**config.mk**
```make
export PLATFORM = sky130hd
export DESIGN_NAME = lcd_out_stage
export DESIGN_NICKNAME = d
export VERILOG_FILES = /design/src/rtl/lcd_out_pkg.sv /design/src/rtl/lcd_cfg_shadow.sv /design/src/rtl/lcd_pclk_gen.sv /design/src/rtl/lcd_sync_gen.sv /design/src/rtl/lcd_load_gen.sv /design/src/rtl/lcd_out_stage.sv
export SDC_FILE = /design/constraint.sdc
export NUM_CORES = 1
export LEC_CHECK = 0
export ABC_AREA = 1
export BUFFER_PORTS_ARGS = -buffer_cell sky130_fd_sc_hd__buf_2
export CAP_MARGIN = 20
export CORE_MARGIN = 10
export CORE_UTILIZATION = 42
export CTS_CLUSTER_DIAMETER = 80
export DETAILED_ROUTE_END_ITERATION = 7
export GPL_ROUTABILITY_DRIVEN = 0
export HOLD_SLACK_MARGIN = 0.08
export PLACE_DENSITY_LB_ADDON = 0.3
export SLEW_MARGIN = 15
export SYNTH_ARGS = -nofsm -noshare
export SYNTH_HDL_FRONTEND = slang
export SYNTH_SLANG_ARGS = --single-unit
```
**constraint.sdc**
```tcl
create_clock -name clk -period 1.56 [get_ports clk]
set_clock_uncertainty 0.2 [all_clocks]
set_input_delay 0.156 -clock clk [delete_from_list [all_inputs] [get_ports clk]]
set_output_delay 0.156 -clock clk [all_outputs]
set_load 0.03 [all_outputs]
```
**src/rtl/lcd_out_pkg.sv**
```systemverilog
package lcd_out_pkg;

    localparam int LCD_LEN_W = 4;
    localparam int LCD_VSW_W = 2;

    typedef struct packed {
        logic                 clk_gate;
        logic                 stn;
        logic                 load_gate;
        logic                 pol_clk;
        logic                 pol_hs;
        logic                 pol_vs;
        logic                 pol_ld;
        logic [LCD_VSW_W-1:0] vs_width;
        logic                 blank;
        logic                 fr_sel;
        logic                 fr_div;
        logic [LCD_LEN_W-1:0] load_len;
    } lcd_cfg_t;

    localparam lcd_cfg_t LCD_CFG_RESET = '0;

endpackage

```
**src/rtl/lcd_cfg_shadow.sv**
```systemverilog
module lcd_cfg_shadow
    import lcd_out_pkg::*;
(
    input  logic     clk,
    input  logic     rst_n,
    input  logic     run_i,
    input  logic     frame_start_i,
    input  lcd_cfg_t cfg_i,
    output lcd_cfg_t cfg_eff_o,
    output lcd_cfg_t cfg_q_o
);

    lcd_cfg_t shadow_d, shadow_q;

    always_comb begin
        if (!run_i || frame_start_i) begin
            cfg_eff_o = cfg_i;
        end else begin
            cfg_eff_o = shadow_q;
        end
        shadow_d = cfg_eff_o;
    end

    always_ff @(posedge clk or negedge rst_n) begin
        if (!rst_n) begin
            shadow_q <= LCD_CFG_RESET;
        end else begin
            shadow_q <= shadow_d;
        end
    end

    assign cfg_q_o = shadow_q;

    AST_CFG_HOLD_MIDFRAME: assert property (@(posedge clk) disable iff (!rst_n)
        (run_i && !frame_start_i) |=> $stable(shadow_q));

endmodule

```
**src/rtl/lcd_pclk_gen.sv**
```systemverilog
module lcd_pclk_gen (
    input  logic clk,
    input  logic rst_n,
    input  logic run_i,
    input  logic valid_i,
    input  logic gate_only_i,
    output logic raw_o
);

    typedef struct packed {
        logic raw;
    } pclk_st_t;

    pclk_st_t st_d, st_q;

    always_comb begin
        st_d = st_q;
        if (run_i && (!gate_only_i || valid_i)) begin
            st_d.raw = ~st_q.raw;
        end else begin
            st_d.raw = 1'b0;
        end
    end

    always_ff @(posedge clk or negedge rst_n) begin
        if (!rst_n) begin
            st_q <= '0;
        end else begin
            st_q <= st_d;
        end
    end

    assign raw_o = st_q.raw;

    AST_PCLK_GATED_IDLE: assert property (@(posedge clk) disable iff (!rst_n)
        (run_i && gate_only_i && !valid_i) |=> !raw_o);
    AST_PCLK_FREE_RUN: assert property (@(posedge clk) disable iff (!rst_n)
        (run_i && !gate_only_i) |=> (raw_o != $past(raw_o)));
    AST_PCLK_STOPPED: assert property (@(posedge clk) disable iff (!rst_n)
        !run_i |=> !raw_o);

endmodule

```
**src/rtl/lcd_sync_gen.sv**
```systemverilog
module lcd_sync_gen #(
    parameter int VSW_W = 2
) (
    input  logic             clk,
    input  logic             rst_n,
    input  logic             run_i,
    input  logic             line_start_i,
    input  logic             frame_start_i,
    input  logic [VSW_W-1:0] vs_width_i,
    output logic             hs_o,
    output logic             vs_o
);

    localparam logic [VSW_W-1:0] VSW_RSVD = '1;
    localparam int               CNT_W    = VSW_W;

    typedef struct packed {
        logic             hs;
        logic             vs;
        logic [CNT_W-1:0] left;
    } sync_st_t;

    sync_st_t         st_d, st_q;
    logic [CNT_W-1:0] lines_n;

    always_comb begin
        if (vs_width_i == VSW_RSVD) begin
            lines_n = CNT_W'(1);
        end else begin
            lines_n = vs_width_i + CNT_W'(1);
        end

        st_d = st_q;
        if (!run_i) begin
            st_d = '0;
        end else begin
            st_d.hs = line_start_i;
            if (frame_start_i) begin
                st_d.vs   = 1'b1;
                st_d.left = lines_n;
            end else if (line_start_i && st_q.vs) begin
                if (st_q.left <= CNT_W'(1)) begin
                    st_d.vs   = 1'b0;
                    st_d.left = '0;
                end else begin
                    st_d.left = st_q.left - CNT_W'(1);
                end
            end
        end
    end

    always_ff @(posedge clk or negedge rst_n) begin
        if (!rst_n) begin
            st_q <= '0;
        end else begin
            st_q <= st_d;
        end
    end

    assign hs_o = st_q.hs;
    assign vs_o = st_q.vs;

    AST_VS_COUNT_CLEAR: assert property (@(posedge clk) disable iff (!rst_n)
        !st_q.vs |-> (st_q.left == '0));
    AST_HS_SINGLE: assert property (@(posedge clk) disable iff (!rst_n)
        st_q.hs |-> $past(line_start_i));
    AST_VS_NEVER_WIDE: assert property (@(posedge clk) disable iff (!rst_n)
        st_q.vs |-> (st_q.left != '0));

endmodule

```
**src/rtl/lcd_load_gen.sv**
```systemverilog
module lcd_load_gen #(
    parameter int LEN_W = 4
) (
    input  logic             clk,
    input  logic             rst_n,
    input  logic             run_i,
    input  logic             valid_i,
    input  logic             line_start_i,
    input  logic             gate_i,
    input  logic [LEN_W-1:0] len_i,
    output logic             load_o
);

    typedef struct packed {
        logic             load;
        logic [LEN_W-1:0] left;
    } load_st_t;

    load_st_t st_d, st_q;

    always_comb begin
        st_d = st_q;
        if (!run_i) begin
            st_d = '0;
        end else if (gate_i) begin
            st_d.load = valid_i;
            st_d.left = '0;
        end else if (line_start_i) begin
            st_d.load = 1'b1;
            st_d.left = (len_i == '0) ? '0 : len_i - LEN_W'(1);
        end else if (st_q.left != '0) begin
            st_d.load = 1'b1;
            st_d.left = st_q.left - LEN_W'(1);
        end else begin
            st_d.load = 1'b0;
        end
    end

    always_ff @(posedge clk or negedge rst_n) begin
        if (!rst_n) begin
            st_q <= '0;
        end else begin
            st_q <= st_d;
        end
    end

    assign load_o = st_q.load;

    AST_LOAD_COUNT_HIGH: assert property (@(posedge clk) disable iff (!rst_n)
        (st_q.left != '0) |-> st_q.load);
    AST_LOAD_STOPPED: assert property (@(posedge clk) disable iff (!rst_n)
        !run_i |=> !st_q.load);

endmodule

```
**src/rtl/lcd_out_stage.sv**
```systemverilog
module lcd_out_stage
    import lcd_out_pkg::*;
#(
    parameter int DATA_W = 24,
    parameter int LEN_W  = lcd_out_pkg::LCD_LEN_W,
    parameter int VSW_W  = lcd_out_pkg::LCD_VSW_W
) (
    input  logic              clk,
    input  logic              rst_n,
    input  logic              run_i,
    input  logic              valid_i,
    input  logic              line_start_i,
    input  logic              frame_start_i,
    input  logic [DATA_W-1:0] pix_i,
    input  logic              cfg_clk_gate_i,
    input  logic              cfg_stn_i,
    input  logic              cfg_load_gate_i,
    input  logic              cfg_pol_clk_i,
    input  logic              cfg_pol_hs_i,
    input  logic              cfg_pol_vs_i,
    input  logic              cfg_pol_ld_i,
    input  logic [VSW_W-1:0]  cfg_vs_width_i,
    input  logic              cfg_blank_i,
    input  logic              cfg_fr_sel_i,
    input  logic              cfg_fr_div_i,
    input  logic [LEN_W-1:0]  cfg_load_len_i,
    output logic              pclk_o,
    output logic              hsync_o,
    output logic              vsync_o,
    output logic              load_o,
    output logic              frame_o,
    output logic [DATA_W-1:0] ld_o
);

    typedef struct packed {
        logic              tog;
        logic [DATA_W-1:0] ld;
    } top_st_t;

    lcd_cfg_t cfg_in, cfg_eff, cfg_q;
    top_st_t  st_d, st_q;
    logic     pclk_raw, hs_raw, vs_raw, load_raw;
    logic     gate_only;

    always_comb begin
        cfg_in           = LCD_CFG_RESET;
        cfg_in.clk_gate  = cfg_clk_gate_i;
        cfg_in.stn       = cfg_stn_i;
        cfg_in.load_gate = cfg_load_gate_i;
        cfg_in.pol_clk   = cfg_pol_clk_i;
        cfg_in.pol_hs    = cfg_pol_hs_i;
        cfg_in.pol_vs    = cfg_pol_vs_i;
        cfg_in.pol_ld    = cfg_pol_ld_i;
        cfg_in.vs_width  = cfg_vs_width_i;
        cfg_in.blank     = cfg_blank_i;
        cfg_in.fr_sel    = cfg_fr_sel_i;
        cfg_in.fr_div    = cfg_fr_div_i;
        cfg_in.load_len  = cfg_load_len_i;
    end

    lcd_cfg_shadow u_shadow (
        .clk           (clk),
        .rst_n         (rst_n),
        .run_i         (run_i),
        .frame_start_i (frame_start_i),
        .cfg_i         (cfg_in),
        .cfg_eff_o     (cfg_eff),
        .cfg_q_o       (cfg_q)
    );

    assign gate_only = cfg_eff.clk_gate | cfg_eff.stn;

    lcd_pclk_gen u_pclk (
        .clk         (clk),
        .rst_n       (rst_n),
        .run_i       (run_i),
        .valid_i     (valid_i),
        .gate_only_i (gate_only),
        .raw_o       (pclk_raw)
    );

    lcd_sync_gen #(.VSW_W(VSW_W)) u_sync (
        .clk           (clk),
        .rst_n         (rst_n),
        .run_i         (run_i),
        .line_start_i  (line_start_i),
        .frame_start_i (frame_start_i),
        .vs_width_i    (cfg_eff.vs_width),
        .hs_o          (hs_raw),
        .vs_o          (vs_raw)
    );

    lcd_load_gen #(.LEN_W(LEN_W)) u_load (
        .clk          (clk),
        .rst_n        (rst_n),
        .run_i        (run_i),
        .valid_i      (valid_i),
        .line_start_i (line_start_i),
        .gate_i       (cfg_eff.load_gate),
        .len_i        (cfg_eff.load_len),
        .load_o       (load_raw)
    );

    always_comb begin
        st_d = st_q;
        if (!run_i) begin
            st_d = '0;
        end else begin
            if (cfg_eff.fr_div ? frame_start_i : line_start_i) begin
                st_d.tog = ~st_q.tog;
            end
            st_d.ld = (valid_i && !cfg_eff.blank) ? pix_i : '0;
        end
    end

    always_ff @(posedge clk or negedge rst_n) begin
        if (!rst_n) begin
            st_q <= '0;
        end else begin
            st_q <= st_d;
        end
    end

    assign pclk_o  = pclk_raw ^ cfg_q.pol_clk;
    assign hsync_o = hs_raw   ^ cfg_q.pol_hs;
    assign vsync_o = vs_raw   ^ cfg_q.pol_vs;
    assign load_o  = load_raw ^ cfg_q.pol_ld;
    assign frame_o = cfg_q.fr_sel ? pclk_o : st_q.tog;
    assign ld_o    = st_q.ld;

    AST_STOP_DATA_ZERO: assert property (@(posedge clk) disable iff (!rst_n)
        !run_i |=> (ld_o == '0));
    AST_BLANK_DATA_ZERO: assert property (@(posedge clk) disable iff (!rst_n)
        (run_i && cfg_eff.blank) |=> (ld_o == '0));
    AST_TOG_HOLD: assert property (@(posedge clk) disable iff (!rst_n)
        (run_i && !line_start_i && !frame_start_i) |=> $stable(st_q.tog));
    AST_HS_IDLE_LEVEL: assert property (@(posedge clk) disable iff (!rst_n)
        (run_i && !line_start_i) |=> (hsync_o == cfg_q.pol_hs));

endmodule

```
==> impl_metrics.py, run 1 <==
metrics = {
    "global_route": {
        "grt_max_degree": 52,
        "track_usage_pct": 12.6,
        "grt.overflow.total": 0,
        "grt_pass1_wl_um": 9350,
        "antenna_found_initial": 0,
        "grt_pass1_vias": 2063,
    },
    "place": {
        "place_inst": 399,
        "dpl.hpwl_um": 3960,
        "portBuffers": 74,
        "place_area_mm2": 0.00277,
    },
    "sta": {
        "drv_slew": 0,
        "setup_viol": 0,
        "hold_viol": 0,
        "relSlewSlack_pct": 81.8,
        "period_needed_ns": 1.50,
        "post-route-period-util_pct": 96.0,
        "fmax_ghz": 0.668,
        "rsz0062_at_grt": "true",
        "tightest_slew_ns": 0.273,
        "setup_tns_ns": 0,
    },
    "drt": {
        "first_iter_violations": 72,
        "drt.antenna.violating_nets": 0,
        "firstDrtPassIters": 4,
        "drc": 0,
        "drt_wl_total_um": 5510,
        "routed_via_density": 4.36,
        "route.vias.total": 1955,
        "post_drt_wl_per_cell_um": 12.3,
    },
    "cts": {
        "cts_tree": "yes",
        "cts_root_buffer": "clkbuf_8",
        "numCtsBuffers": 5,
        "clock_path_buffers": 2,
        "post_cts_buffers": 0,
        "clock-sinks": 51,
        "htreeDepth": 2,
        "insertion_delay_ns": 0.29,
        "clkTransAtPathRegs_ns": 0.09,
    },
    "final_layout": {
        "fin_util_pct": 60.5,
        "syn_to_final_growth_pct": 39.3,
        "antenna_cells": 0,
        "finalNonFillerCells": 448,
        "drive_above_1_share_pct": 30.9,
        "final_area_mm2": 0.00333,
        "finalNetCount": 425,
    },
    "critical_path": {
        "crit_path_max_incr_delay_ns": 0.41,
        "worstPathArrival_ns": 1.14,
        "required_ns": 1.20,
        "rrSetupSlack_ns": 0.11,
        "critical-path-top-delay-family": "flip-flops",
        "cp_common_cell": "nand2_1",
        "worstPathCellList": "xor2_2 -> nand2_1 -> nand2_1 -> buf_6",
        "worstSetupPathType": "reg -> out",
        "rr_endpoint": "u_load.st_q[1]",
        "cp-start-kind": "flip-flop",
        "end_kind": "primary output",
        "slowest_stage": "dfrtp_1",
        "crit_buf_inv": 1,
        "reg2reg_from": "u_load.st_q[0]",
        "rr_worst_depth": 7,
        "cp_max_fo": 2,
    },
    "worst_hold_path": {
        "hp-class": "in -> reg",
        "hold_start": "line_start_i",
        "worstHoldPathCells": 5,
        "whs_endpoint": "u_load.st_q[3]",
    },
    "synthesis": {
        "ys_types": 30,
        "synth_nets": 320,
        "ys_seq_area_share_pct": 53.3,
        "avgSynthCellArea_um2": 8.83,
        "netlist_area_mm2": 0.00239,
        "yosysWarningCount": 0,
        "synth-seq-cells": 51,
        "syn_inst": 271,
    },
    "power": {
        "p_leak_nw": 1.91,
        "power.total_mw": 2.91,
        "ir_worst_vdd_mv": 0.451,
        "power_density_mw_per_mm2": 873,
    },
    "job": {
        "drv_cap": 0,
    },
    "floorplan": {
        "start_util_pct": 43.4,
        "io_pins": 75,
        "die_w_um": 95.5,
        "rows": 27,
        "coreArea_mm2": 0.00551,
        "die_y_um": 95.5,
        "die_area_mm2": 0.00911,
    },
    "run_status": {
        "outcome": "completed",
    },
}
[cell usage in the layout, fill, tap and decap left out, types with 7 or more instances in the layout]
| cell | count |
|---|---|
| dlygate4sd3_1 | 43 |
| nand2_1 | 53 |
| nand3_1 | 9 |
| inv_1 | 47 |
| a21oi_1 | 7 |
| nor2_1 | 28 |
| nand2_2 | 7 |
| dfrtp_1 | 51 |
| buf_2 | 72 |
| buf_4 | 8 |
[worst max path at each step]
stage | end | cells past startpoint | startpoint | slack (ns)
finish | frame_o | 4 | u_shadow.cfg_q_o[12] | 0.06
global route | u_load.st_q[1] | 8 | u_shadow.cfg_q_o[1] | -0.02
CTS | u_load.st_q[1] | 11 | cfg_load_len_i[1] | 0.01
detailed placement | u_load.st_q[3] | 12 | frame_start_i | 0.003
global placement | u_load.st_q[3] | 12 | frame_start_i | 0.06
floorplan | u_sync.st_q[0] | 8 | frame_start_i | 0.07
[logic make-up after synthesis]
logic type	Yosys count	synth area share, %
AND/OR/NAND/NOR	111	20.9
flip-flops	51	53.3
XOR/XNOR	4	1.46
adder cells (fa/ha/maj)	3	1.57
buffers and inverters	81	17.2
AO/OA/AOI/OAI	21	5.54
[metrics by stage]
step,hold WS [ns],setup slack (ns)
global placement,-0.0305,0.0617
finish,0.115,0.0631
CTS,0.101,0.00952
global route,0.124,-0.0159
detailed placement,-0.0282,0.00255
floorplan,-0.340,0.0673
[layout make-up]
class / instances / area [um2]
sequential: 51 / 1280
timing repair buffer: 127 / 922
clock inverter: 1 / 30.0
inverter: 52 / 198
multi-input combinational: 139 / 743
fill: 495 / 2170
clock buffer: 6 / 72.6
tap: 72 / 90.1
[worst min-delay path, cell delays in order]
cell and delay, ns:
buf_2 0.11, a21oi_1 0.05, a21oi_2 0.14, nand2_1 0.07
inv_1 0.04
[where the power goes]
part	switching (mW)	internal (mW)
registers	0.0365	1.40
logic	0.338	0.270
clock network	0.395	0.470
total	0.770	2.14
[synth_stat cells]
master    number  area, um2
buf_6          1       11.3
nand3_2        1       10.0
nand2_1       54        203
inv_1         49        184
inv_4          1       6.26
o21a_1         1       7.51
o21ai_1        2       10.0
nand3b_1       1       7.51
dfrtp_1       51       1280
o211ai_1       1       7.51
nor2_2         1       6.26
nand2_4        1       11.3
xor2_1         4       35.0
inv_2          2       7.51
nor3_1         2       10.0
nand2_2        6       37.5
a21oi_1        8       40.0
o22a_1         1       8.76
nor3_2         2       20.0
nor2_1        28        105
nand4_2        1       12.5
buf_2          3       15.0
ha_1           3       37.5
o32ai_2        1       16.3
buf_4         25        188
o21ai_0        5       25.0
nand4_1        4       25.0
or2_2          1       6.26
nand3_1        9       45.0
o21ai_2        2       17.5
[flip-flops by register name, summed over array words and instances, names as in the netlist]
signal,count
u_sync.vs_o,1
st_q,1
u_load.st_q,4
u_pclk.raw_o,1
u_shadow.cfg_q_o,16
ld_o,24
u_load.load_o,1
u_sync.hs_o,1
u_sync.st_q,2
[metal layers]
layer	GRT usage, %	wire, um
met5	0	0
met3	5.11	560
met4	2.95	27
met2	22.3	2680
met1	13.8	2250
[repair_timing]
item	4_1_cts	5_1_grt
hold buffers	43	0
resized for setup	1	9
hold endpoints to repair	99	0
pin swaps	0	8
setup endpoints to repair	1	5
No activity file was read; power rests on OpenSTA's default activity.
==> run 2: changes to the inputs <==
CORE_ASPECT_RATIO = 0.8   (was unset)
GPL_ROUTABILITY_DRIVEN = unset   (was 0)
==> run 2 against run 1 <==
Against the previous run: clock power rose by 6.7%; clock-buffer cell count shrank 1; non-clock buffer count up 3; via count increased by 2.0%; final area increased by 0.34%; core utilization is 0.33 points higher; routed wire length increased by 8.5%; die area up 0.21%; critical path depth stayed put; sequential share of layout area is 0.13 points lower; critical endpoint unchanged; largest cell class unchanged.
==> impl_metrics.py, run 2 (synthesis gave the netlist of run 1 again) <==
metrics = {
    "power": {
        "ir_worst_vdd_mv": 0.471,
        "p_leak_nw": 1.92,
        "power_density_mw_per_mm2": 889,
        "power.total_mw": 2.97,
    },
    "final_layout": {
        "final_common_cell": "buf_2",
        "drive_above_1_share_pct": 31.6,
        "finalNetCount": 428,
        "fill_cells": 492,
        "layout_common_cells": "73 x buf_2, 53 x nand2_1, 51 x dfrtp_1, 47 x inv_1, 43 x dlygate4sd3_1",
        "final_area_mm2": 0.00334,
        "antenna_cells": 0,
        "syn_to_final_growth_pct": 39.7,
        "fin_util_pct": 60.8,
        "largest_reg_flops": 24,
    },
    "cts": {
        "htreeDepth": 2,
        "clock-sinks": 51,
        "numCtsBuffers": 5,
        "clkTransAtPathRegs_ns": 0.09,
        "cts_root_buffer": "clkbuf_8",
        "cts_tree": "yes",
        "insertion_delay_ns": 0.30,
        "clock_path_buffers": 2,
    },
    "global_route": {
        "grt.overflow.total": 0,
        "grt_pass1_wl_um": 10200,
        "grt_max_degree": 52,
        "antenna_found_initial": 0,
        "grt_pass1_vias": 2097,
        "track_usage_pct": 13.5,
    },
    "critical_path": {
        "cp_max_fo": 2,
        "cp-start-kind": "flip-flop",
        "worstPathArrival_ns": 1.16,
        "worstSetupPathType": "reg -> out",
        "required_ns": 1.20,
        "end_kind": "primary output",
    },
    "run_status": {
        "outcome": "completed",
    },
    "floorplan": {
        "die_y_um": 87.5,
        "coreArea_mm2": 0.00550,
        "die_area_mm2": 0.00913,
        "start_util_pct": 43.5,
        "io_pins": 75,
        "rows": 24,
        "die_w_um": 104,
    },
    "place": {
        "routabilityCongestion": 0.874,
        "dpl.hpwl_um": 3920,
        "portBuffers": 74,
        "place_area_mm2": 0.00275,
    },
    "sta": {
        "drv_slew": 0,
        "period_needed_ns": 1.52,
        "tightest_slew_ns": 0.306,
        "setup_viol": 0,
        "rsz0062_at_grt": "true",
        "fmax_ghz": 0.659,
        "relSlewSlack_pct": 79.6,
        "post-route-period-util_pct": 97.2,
        "holdWs_ns": 0.113,
        "hold_viol": 0,
    },
    "drt": {
        "first_iter_violations": 68,
        "post_drt_wl_per_cell_um": 13.1,
        "drt.antenna.violating_nets": 0,
        "route.vias.total": 1994,
        "firstDrtPassIters": 4,
        "routed_via_density": 4.35,
        "drc": 0,
        "drt_wl_total_um": 5980,
    },
    "worst_hold_path": {
        "hp-class": "in -> reg",
    },
    "job": {
        "drv_cap": 0,
    },
}
run 2: worst max-delay path, cell delays in order, from the launching register on:
cell and delay (ns):
dfrtp_1 0.42, xor2_2 0.17, nand2_1 0.07, nand2_1 0.08, buf_6 0.13
run 2: worst paths after layout:
| path | to | cells after the start | from | slack (ns) |
|---|---|---|---|---|
| min in group asynchronous | ld_o[16] | 3 | rst_n | 0.20 |
| worst max-delay path | frame_o | 4 | u_shadow.cfg_q_o[12] | 0.04 |
| worst min-delay path | u_load.st_q[2] | 5 | line_start_i | 0.11 |
| worst max register to register | u_load.st_q[1] | 7 | u_load.st_q[1] | 0.07 |
| worst min register to register | u_shadow.cfg_q_o[15] | 2 | u_shadow.cfg_q_o[15] | 0.29 |
| max in group asynchronous | u_sync.vs_o | 3 | rst_n | 0.73 |
run 2: repair_timing:
| item | in CTS | in global routing |
|---|---|---|
| gates resized for setup | 1 | 8 |
| endpoints found under the hold margin | 99 | 0 |
| pin swaps | 0 | 9 |
| setup endpoints to repair | 1 | 5 |
| setup buffers | 0 | 2 |
| hold buffers | 43 | 0 |
run 2: layout make-up:
class                           instances  area (um2)  share of cell area, %
Inverter                               52         198                   5.91
Timing Repair Buffer                  130         917                   27.4
Sequential cell                        51        1280                   38.2
Multi-Input combinational cell        139         739                   22.1
Tap cell                               78        97.6                   2.92
Clock buffer                            5        68.8                   2.06
Clock inverter                          3        46.3                   1.38
run 2: routing by layer:
metal	up-vias	track usage [%]	part of all wire, %	wire length (um)
li1	1001	-	-	-
met1	930	16.7	44	2660
met2	61	23.4	50	2970
met3	2	3.77	5.6	336
met4	0	2.65	0.27	16
met5	-	0	0	0
run 2: metrics by stage:
step	instances	setup TNS [ns]	worst slack, ns
floorplan	271	0	0.0673
global placement	405	0	0.0650
detailed placement	405	-0.0345	-0.0345
CTS	456	0	0.00897
global route	458	-0.106	-0.0471
finish	458	0	0.0430
run 2: power breakdown:
group / switching (mW) / total [mW] / internal [mW]
clock: 0.440 / 0.923 / 0.483
combinational: 0.342 / 0.612 / 0.269
sequential: 0.0379 / 1.44 / 1.40
total: 0.820 / 2.97 / 2.15
